**src/rtl/nest_evt_pkg.sv**
```systemverilog
package nest_evt_pkg;

    localparam int NLVL    = 16;
    localparam int LVLW    = 4;
    localparam int NGP     = 9;
    localparam int GP_BASE = 7;

    localparam logic [NLVL-1:0] MASKABLE = 16'hFFE0;
    localparam logic [NLVL-1:0] NO_HW    = 16'h0018;

    localparam logic [LVLW-1:0] LVL_RST = 4'd1;
    localparam logic [LVLW-1:0] LVL_EXC = 4'd3;
    localparam logic [LVLW-1:0] LVL_RSV = 4'd4;

    typedef logic [LVLW-1:0] lvl_t;

    typedef enum logic [1:0] {RC_INT, RC_EXC, RC_NMI, RC_EMU} rcls_e;

    typedef struct packed {
        logic vld;
        lvl_t lvl;
    } pick_t;

    // Map a level to the return register class it uses.
    function automatic rcls_e cls_of(lvl_t l);
        case (l)
            4'd0:    return RC_EMU;
            4'd2:    return RC_NMI;
            4'd3:    return RC_EXC;
            default: return RC_INT;
        endcase
    endfunction

    // Default general-purpose group for each system source.
    function automatic logic [3:0] dflt_gp(int s);
        if (s < 7)  return 4'd0;
        if (s < 9)  return 4'd1;
        if (s < 13) return 4'd2;
        if (s < 16) return 4'd3;
        if (s < 19) return 4'd4;
        if (s < 21) return 4'd5;
        if (s < 24) return 4'd6;
        return 4'd8;
    endfunction

endpackage

```
**src/rtl/nest_evt_route.sv**
```systemverilog
module nest_evt_route
    import nest_evt_pkg::*;
#(
    parameter int NUM_SRC = 24,
    parameter int SRCW    = 5
) (
    input  logic               clk,
    input  logic               rst,
    input  logic               we,
    input  logic [SRCW-1:0]    src,
    input  logic [3:0]         gp,
    input  logic [NUM_SRC-1:0] sys_req,
    output logic [NLVL-1:0]    lvl_req
);

    logic [3:0] map_q [NUM_SRC];

    // One routing entry per system source.
    for (genvar s = 0; s < NUM_SRC; s++) begin : g_entry
        always_ff @(posedge clk) begin
            if (rst) begin
                map_q[s] <= dflt_gp(s);
            end else if (we && int'(src) == s) begin
                map_q[s] <= gp;
            end
        end
    end

    // OR every active source onto its general-purpose level.
    always_comb begin
        lvl_req = '0;
        for (int s = 0; s < NUM_SRC; s++) begin
            if (sys_req[s] && map_q[s] < 4'(NGP)) begin
                lvl_req[GP_BASE + int'(map_q[s])] = 1'b1;
            end
        end
    end

endmodule

```
**src/rtl/nest_evt_pick.sv**
```systemverilog
module nest_evt_pick
    import nest_evt_pkg::*;
(
    input  logic [NLVL-1:0] cand,
    input  logic [NLVL-1:0] act,
    output pick_t           pick,
    output logic            act_any,
    output lvl_t            act_min
);

    logic cany;
    lvl_t cmin;

    always_comb begin
        cany    = 1'b0;
        cmin    = '0;
        act_any = 1'b0;
        act_min = '0;

        // Scan downwards so the lowest-numbered set bit wins.
        for (int l = NLVL - 1; l >= 0; l--) begin
            if (cand[l]) begin
                cany = 1'b1;
                cmin = lvl_t'(l);
            end
            if (act[l]) begin
                act_any = 1'b1;
                act_min = lvl_t'(l);
            end
        end

        pick.vld = cany && (!act_any || cmin < act_min);
        pick.lvl = cmin;
    end

endmodule

```
**src/rtl/nest_evt_ctrl.sv**
```systemverilog
module nest_evt_ctrl
    import nest_evt_pkg::*;
#(
    parameter  int AW      = 32,
    parameter  int NUM_SRC = 24,
    localparam int SRCW    = (NUM_SRC > 1) ? $clog2(NUM_SRC) : 1
) (
    input  logic               clk,
    input  logic               rst,
    input  logic [15:0]        core_req,
    input  logic [NUM_SRC-1:0] sys_req,
    input  logic               route_we,
    input  logic [SRCW-1:0]    route_src,
    input  logic [3:0]         route_gp,
    input  logic               mask_we,
    input  logic [15:0]        mask_wdata,
    input  logic               vec_we,
    input  logic [3:0]         vec_lvl,
    input  logic [AW-1:0]      vec_wdata,
    input  logic               raise_req,
    input  logic [3:0]         raise_lvl,
    input  logic               exc_req,
    input  logic               exc_service,
    input  logic [AW-1:0]      exc_pc,
    input  logic [AW-1:0]      exc_next_pc,
    input  logic [AW-1:0]      cur_pc,
    input  logic               rtn_req,
    output logic               redir_valid,
    output logic [AW-1:0]      redir_addr,
    output logic [3:0]         redir_lvl,
    output logic [15:0]        in_service,
    output logic               supervisor
);

    logic [NLVL-1:0] pend_q, act_q, mask_q;
    logic [NLVL-1:0] route_req, raise_oh, new_req, enab, take_oh;
    logic [AW-1:0]   vec_q [NLVL];
    logic [AW-1:0]   reti_q, retx_q, retn_q, rete_q, exc_ret_q, ret_addr;
    pick_t           pick;
    logic            act_any, do_ret, do_take;
    lvl_t            act_min;

    nest_evt_route #(.NUM_SRC(NUM_SRC), .SRCW(SRCW)) i_route (
        .clk     (clk),
        .rst     (rst),
        .we      (route_we),
        .src     (route_src),
        .gp      (route_gp),
        .sys_req (sys_req),
        .lvl_req (route_req)
    );

    nest_evt_pick i_pick (
        .cand    (enab),
        .act     (act_q),
        .pick    (pick),
        .act_any (act_any),
        .act_min (act_min)
    );

    // Vector table, one entry per level.
    for (genvar l = 0; l < NLVL; l++) begin : g_vec
        always_ff @(posedge clk) begin
            if (rst) begin
                vec_q[l] <= '0;
            end else if (vec_we && vec_lvl == lvl_t'(l)) begin
                vec_q[l] <= vec_wdata;
            end
        end
    end

    always_comb begin
        raise_oh = '0;
        if (raise_req && raise_lvl != LVL_EXC && raise_lvl != LVL_RSV) begin
            raise_oh[raise_lvl] = 1'b1;
        end

        new_req          = (core_req & ~NO_HW) | route_req | raise_oh;
        new_req[LVL_EXC] = new_req[LVL_EXC] | exc_req;

        enab    = pend_q & (~MASKABLE | mask_q);
        do_ret  = rtn_req && act_any;
        do_take = !do_ret && pick.vld;
        take_oh = do_take ? (NLVL'(1) << pick.lvl) : '0;

        case (cls_of(act_min))
            RC_EMU:  ret_addr = rete_q;
            RC_NMI:  ret_addr = retn_q;
            RC_EXC:  ret_addr = retx_q;
            default: ret_addr = reti_q;
        endcase
    end

    always_ff @(posedge clk) begin
        if (rst) begin
            pend_q      <= '0;
            act_q       <= '0;
            mask_q      <= '0;
            reti_q      <= '0;
            retx_q      <= '0;
            retn_q      <= '0;
            rete_q      <= '0;
            exc_ret_q   <= '0;
            redir_valid <= 1'b0;
            redir_addr  <= '0;
            redir_lvl   <= '0;
        end else begin
            pend_q      <= (pend_q & ~take_oh) | new_req;
            redir_valid <= do_ret | do_take;

            if (mask_we) begin
                mask_q <= mask_wdata & MASKABLE;
            end

            if (exc_req) begin
                exc_ret_q <= exc_service ? exc_next_pc : exc_pc;
            end

            if (do_ret) begin
                act_q[act_min] <= 1'b0;
                redir_addr     <= ret_addr;
                redir_lvl      <= act_min;
            end else if (do_take) begin
                act_q[pick.lvl] <= 1'b1;
                redir_addr      <= vec_q[pick.lvl];
                redir_lvl       <= pick.lvl;
                case (cls_of(pick.lvl))
                    RC_EMU:  rete_q <= cur_pc;
                    RC_NMI:  retn_q <= cur_pc;
                    RC_EXC:  retx_q <= exc_ret_q;
                    default: if (pick.lvl != LVL_RST) reti_q <= cur_pc;
                endcase
            end
        end
    end

    assign in_service = act_q;
    assign supervisor = |act_q;

endmodule

```
**config.mk**
```make
export PLATFORM = sky130hd
export DESIGN_NAME = nest_evt_ctrl
export DESIGN_NICKNAME = d
export VERILOG_FILES = /design/src/rtl/nest_evt_pkg.sv /design/src/rtl/nest_evt_route.sv /design/src/rtl/nest_evt_pick.sv /design/src/rtl/nest_evt_ctrl.sv
export SDC_FILE = /design/constraint.sdc
export NUM_CORES = 2
export LEC_CHECK = 0
export CAP_MARGIN = 10
export CORE_ASPECT_RATIO = 0.9
export CORE_MARGIN = 10
export CORE_UTILIZATION = 50
export DETAILED_ROUTE_END_ITERATION = 6
export DONT_BUFFER_PORTS = 1
export MAX_ROUTING_LAYER = met4
export PLACE_DENSITY_LB_ADDON = 0.05
export SKIP_CTS_REPAIR_TIMING = 1
export SYNTH_ARGS = -nofsm -noshare
export SYNTH_HDL_FRONTEND = slang
export SYNTH_HIERARCHICAL = 1
export SYNTH_SLANG_ARGS = --single-unit
```
**constraint.sdc**
```tcl
create_clock -name clk -period 5.4 [get_ports clk]
set_input_delay 0.81 -clock clk [delete_from_list [all_inputs] [get_ports clk]]
set_output_delay 0.81 -clock clk [all_outputs]
set_load 0.01 [all_outputs]
```
== Word-level counts from Yosys, hierarchy flattened ==
Memories as Yosys holds them, arrays and structs flattened.
Cells that the tools add are included.
Operators by class
  add/sub/neg operators: 24
  order comparisons: 79
  equality and inequality tests: 51
  shift-type cells: 1
  multiplexer cells: 319
  bitwise operators: 76
  reduce and logical (&&, ||, !) cells: 110
Operators with widths (count)
  32-bit by 1-bit >= comparator with 1-bit output (second input constant): 24
  32-bit by 6-bit less-than comparator with 1-bit output (second input constant): 24
  32-bit two-way mux: 19
  16-bit two-way mux: 28
  16-bit OR: 27
  4-bit two-way mux: 58
  1-bit two-way mux: 181
  3-bit by 4-bit adder with 5-bit output (first input constant): 24
  1-bit demux with 4-bit select: 27
  1-bit logical AND: 96
  4-bit less-than comparator (second input constant): 24
  32-bit case mux with 3 select lines: 1
  5-bit equality test (second input constant): 16
  16-bit bitwise AND: 3
  1-bit OR: 42
  4-bit equality test (second input constant): 8
  16-bit inverter: 2
  4-bit by 2-bit equality test with 1-bit output (second input constant): 6
  5-bit by 4-bit equality test with 1-bit output (second input constant): 4
  4-bit by 3-bit equality test with 1-bit output (second input constant): 4
  16-bit OR reduction: 1
  1-bit by 4-bit left shift with 16-bit output (first input constant): 1
  4-bit by 5-bit less-than comparator with 1-bit output (second input constant): 3
  4-bit by 1-bit >= comparator with 1-bit output (second input constant): 3
  20 further kinds: 34
Storage, ports and cells
  register bits after elaboration: 240
  bits in writable memories: 608
  memories kept: 2
Memories
  vec_q: words 16, width 32, read ports 1, clocked after Yosys merged registers in 0, wr ports 16, line nest_evt_ctrl.sv:37  | logic [AW-1:0] vec_q [NLVL];
  i_route.map_q: words 24, width 4, read ports 24, clocked after Yosys merged registers in 0, wr ports 24, line nest_evt_route.sv:16  | logic [3:0] map_q [NUM_SRC];

== Logic depth before layout (Yosys ltp) ==
An unclocked memory read counts as a cell.
  depth in word-level cells: 57
  mapped depth: 19
  mapped depth without buffers: 16

== Hierarchy ==
The synthesis kept the hierarchy.
Modules (own cells, without submodules)
  nest_evt_ctrl: times used 1, cells an instance 2869, area each 33568.4 µm², seq. area each 20179.4 µm²
  nest_evt_route: times used 1, cells an instance 625, area each 6078.3 µm², seq. area each 2882.8 µm²
  nest_evt_pick: times used 1, cells an instance 74, area each 436.7 µm², seq. area each 0.0 µm²

== Worst setup path before layout ==
Ideal clock, no wire load.
  kind: reg2reg
  from: reg act_q[11] (netlist: in_service[11])
  to: reg retn_q[15]
  library setup time: 70 ps
  data arrival time: 3478 ps
  setup slack: 1852 ps
  stages on the path, launching flop included: 15
  path buffers: 3
  clock period less this slack: 3548 ps
  path through: dfxtp_1 -> or4_1 -> o21ai_0 -> nand2_1 -> ha_1 -> or4_1 -> or4_1 -> o21ai_1 -> buf_6 -> a21bo_1 -> buf_6 -> nor4_4 -> buf_6 -> nand2_1 -> a21oi_2
RTL lines
  start: declaration: line nest_evt_ctrl.sv:35  | logic [NLVL-1:0] pend_q, act_q, mask_q;
  start signal: assignment: line nest_evt_ctrl.sv:97  | act_q <= '0;
  start signal: indexed assignment: line nest_evt_ctrl.sv:120  | act_q[act_min] <= 1'b0;
  start signal: indexed assignment: line nest_evt_ctrl.sv:124  | act_q[pick.lvl] <= 1'b1;
  end signal: assignment: line nest_evt_ctrl.sv:129  | RC_NMI: retn_q <= cur_pc;
  end: declaration: line nest_evt_ctrl.sv:38  | logic [AW-1:0] reti_q, retx_q, retn_q, rete_q, exc_ret_q, ret_addr;

==> results.md <==
• completed — result of the run
• done — CTS tree
• 3 — # H-tree levels
• 44,100 um^2 — area of all placed cells without fillers
• 6.16 — detailed-route vias per instance
• 0 — Post-synth ARST share
• in2reg — worst hold path class
• 0 — remaining global-route overflow
• 11.2 um^2 — mean instance size in the synthesized netlist
• 40,100 um^2 — combined area of all synthesized cells
• 89 — TritonCTS Buffers
• 79,500 um^2 — area inside the core boundary
• 0.504 — Starting Density
• 0.833 — period utilisation layout
• 4.50 ns — Period minus WS final
• 0 — Max-Cap Viols
• 5 — drt pass-1 iters
• sky130_fd_sc_hd__edfxtp_1 — Post-synth top flop
• 23,100 um^2 — sequential cell area
• 0.575 — part of the Yosys area used for sequential elements
• 91,900 um^2 — area of the die
• 0 — number of slew-limit violations in the final report
• 0.240 — worst rel slew slack
• 3,568 — synthesized instance count
• 0.290 — overall track demand over capacity in global routing
• 0 — Remaining DRCs
• 0 ns — TNS Setup
• flop — sort of element at the start of the critical path
• 0.06 ns — clock transition time at the flip-flop clock pins of the worst setup and hold paths
• 0 — endpoints failing setup
• 10.1% — Synth-to-Final Area Change
• 193,000 um — global-route wire length before repair
• 0.0947 — proportion of layout cells with a drive suffix above 1
• 5.94 ns — required time at the worst-slack endpoint
• 261 — maximum number of pins on one net before global-route repair
• 15.0 nW — leakage power total
• 3,685 — Post-layout nets
• 391 nW/um^2 — Cell Pwr Density
• 264 — IO Count
• 60 — post-synthesis cell type count
• 1 — number of buffer and inverter instances along the worst setup path
• 0.66 ns — clock latency at the later pin of the worst-skew pair
• 0.51 ns — Worst path max stage delay
• sky130_fd_sc_hd__or4_1 — most prevalent standard cell on the critical path
• 2,855 — initial drt markers
• 0.949 — global placement routability congestion
• sky130_fd_sc_hd__edfxtp_1 — commonest non-fill, non-tap cell in the layout
• 318 um — Chip Width
• sky130_fd_sc_hd__or4_1 — slowest cell on the critical path
• 6,682 — FILL cells
• 0.903 ns — crit path setup slack, layout
• 32 — worst-path fanout max
• 0 — number of nets with antenna violations after routing
• 848 — # clock sinks
• 5.04 ns — data arrival time at the worst-slack endpoint
• simple AND/OR/NAND/NOR gates — delay-heaviest family, CP
• 1.14 ns — slew at the pin closest to its max-slew limit
• 17.2 mW — total power
• 0.222 GHz — achievable clock frequency
• and2_1 > nor2_1 > o21ai_0 > a211oi_1 > o31ai_1 > a211oi_4 > ha_1 > or4_1 > or4_1 > o21ai_1 > a21bo_1 > nor3b_4 > buf_12 > nand3_1 > o211ai_1 — cell-by-cell listing of the critical path
• 608 — number of flops mapped to enable cells by yosys
• 0.0295 ns — worst setup skew after layout
• 0 — number of hold violations in the final report
• sky130_fd_sc_hd__edfxtp_1, sky130_fd_sc_hd__and2_1, sky130_fd_sc_hd__mux2i_1, sky130_fd_sc_hd__nand2_1, sky130_fd_sc_hd__dfxtp_1 — top library cells by usage in the layout, fill and taps aside
• 0.334 mV — Worst VDD drop
• 28.9 um — Avg WL per Cell
• 16,100 um^2 — footprint of the multi-input gates
• 28,400 — number of vias after detailed routing
• sky130_fd_sc_hd__clkbuf_16 — CTS root buffer
• 41,100 um^2 — Post-Place Cell Area
• 6 — synthesis warning total
• 289 um — die height
• 848 — #FFs+latches synth
• 0.247 ns — Hold WS
• flop — Worst Setup End Kind
• 27,800 — via count of the first global-routing pass
• reg2reg — Crit Path Class
• no — RSZ-0062 raised after global routing
• 98 — number of rows created at floorplan
• 0 — I/O Buffers
• 133,000 um — aggregate routed wire length
• 3 — Max Buffers Root-to-Sink
• 2 — number of antenna violations at the first check in global routing
• 90,200 um — detailed placement HPWL
• 0.985 ns — pre-CTS worst setup slack
==> cells in the mapped netlist, drive strengths merged, types with 28 or more instances <==
cell    instances  area, um^2
nor2          109         409
clkbuf        176         661
a32oi          32         280
mux2i         335        3350
or2            28         175
edfxtp        608       18300
a22oi         128         961
nand3b         45         338
a211oi         50         375
o21bai         48         360
nor4           44         327
o22ai          90         563
o21ai          40         200
nand2b         82         513
a21oi         197        1080
o211ai         32         240
and2          595        3720
nand3         106         531
buf            87         517
dfxtp         240        4800
nand2         328        1230
==> final cells by class <==
| class | instances | area share |
|---|---|---|
| clock inverters | 38 | 0.00890 |
| clock buffers | 130 | 0.0588 |
| well taps | 1050 | 0.0298 |
| diodes | 3 | 0.000170 |
| inverters | 22 | 0.00187 |
| repair buffers | 70 | 0.0130 |
| multi-input cells | 2441 | 0.365 |
| flip-flops and latches | 848 | 0.523 |
==> flip-flops by register name, indices dropped and copies added (netlist names), 4 cells and up <==
name           flops
exc_ret_q         32
redir_lvl          4
redir_addr        32
mask_q            11
vec_q            512
in_service        16
i_route/map_q     96
retn_q            32
pend_q            16
retx_q            32
reti_q            32
rete_q            32
==> kinds of logic after synthesis <==
family | after synthesis | share of synthesized area
AOI/OAI and AO/OA | 643 | 0.107
adders and majority gates | 3 | 0.000937
buffers and inverters | 285 | 0.0314
DFF | 848 | 0.575
muxes | 335 | 0.0837
other | 1 | 0.0000936
and+or+nand+nor | 1453 | 0.202
==> power by group <==
part,leakage (nW),switching (mW),internal [mW]
Clock,1.45,2.58,3.64
Sequential,7.80,0.622,7.53
Combinational,5.77,1.91,0.957
==> per-layer routing <==
| metal | vias to the layer above | wire (um) | GRT usage | share of wire |
|---|---|---|---|---|
| met5 | - | 0 | - | 0 |
| li1 | 12800 | - | - | - |
| met2 | 1186 | 63400 | 0.466 | 0.48 |
| met1 | 14200 | 54500 | 0.365 | 0.41 |
| met3 | 247 | 10600 | 0.0563 | 0.080 |
| met4 | 0 | 4470 | 0.0972 | 0.034 |
==> worst register-to-register path: cells and delay by family, from the launching register on <==
family	cells	cell delay, ns
buf+inv	1	0.27
fa+ha+maj	1	0.23
flops	1	0.33
simple gates	6	1.82
compound gates	7	1.75
==> stage by stage <==
stage / util / cells
global route: 0.555 / 4600
detailed placement: 0.518 / 4431
finish: 0.555 / 4602
floorplan: - / 3574
global placement: 0.518 / 4431
CTS: 0.555 / 4599
==> final timing paths <==
kind	startpoint	endpoint	slack [ns]	depth (start not counted)
min reg2reg	rete_q[27]	rete_q[27]	0.45	2
max reg2reg	mask_q[12]	redir_addr[23]	0.90	15
max	mask_q[12]	redir_addr[23]	0.90	15
min	rst	mask_q[8]	0.25	1
No activity file was read; power rests on OpenSTA's default activity.
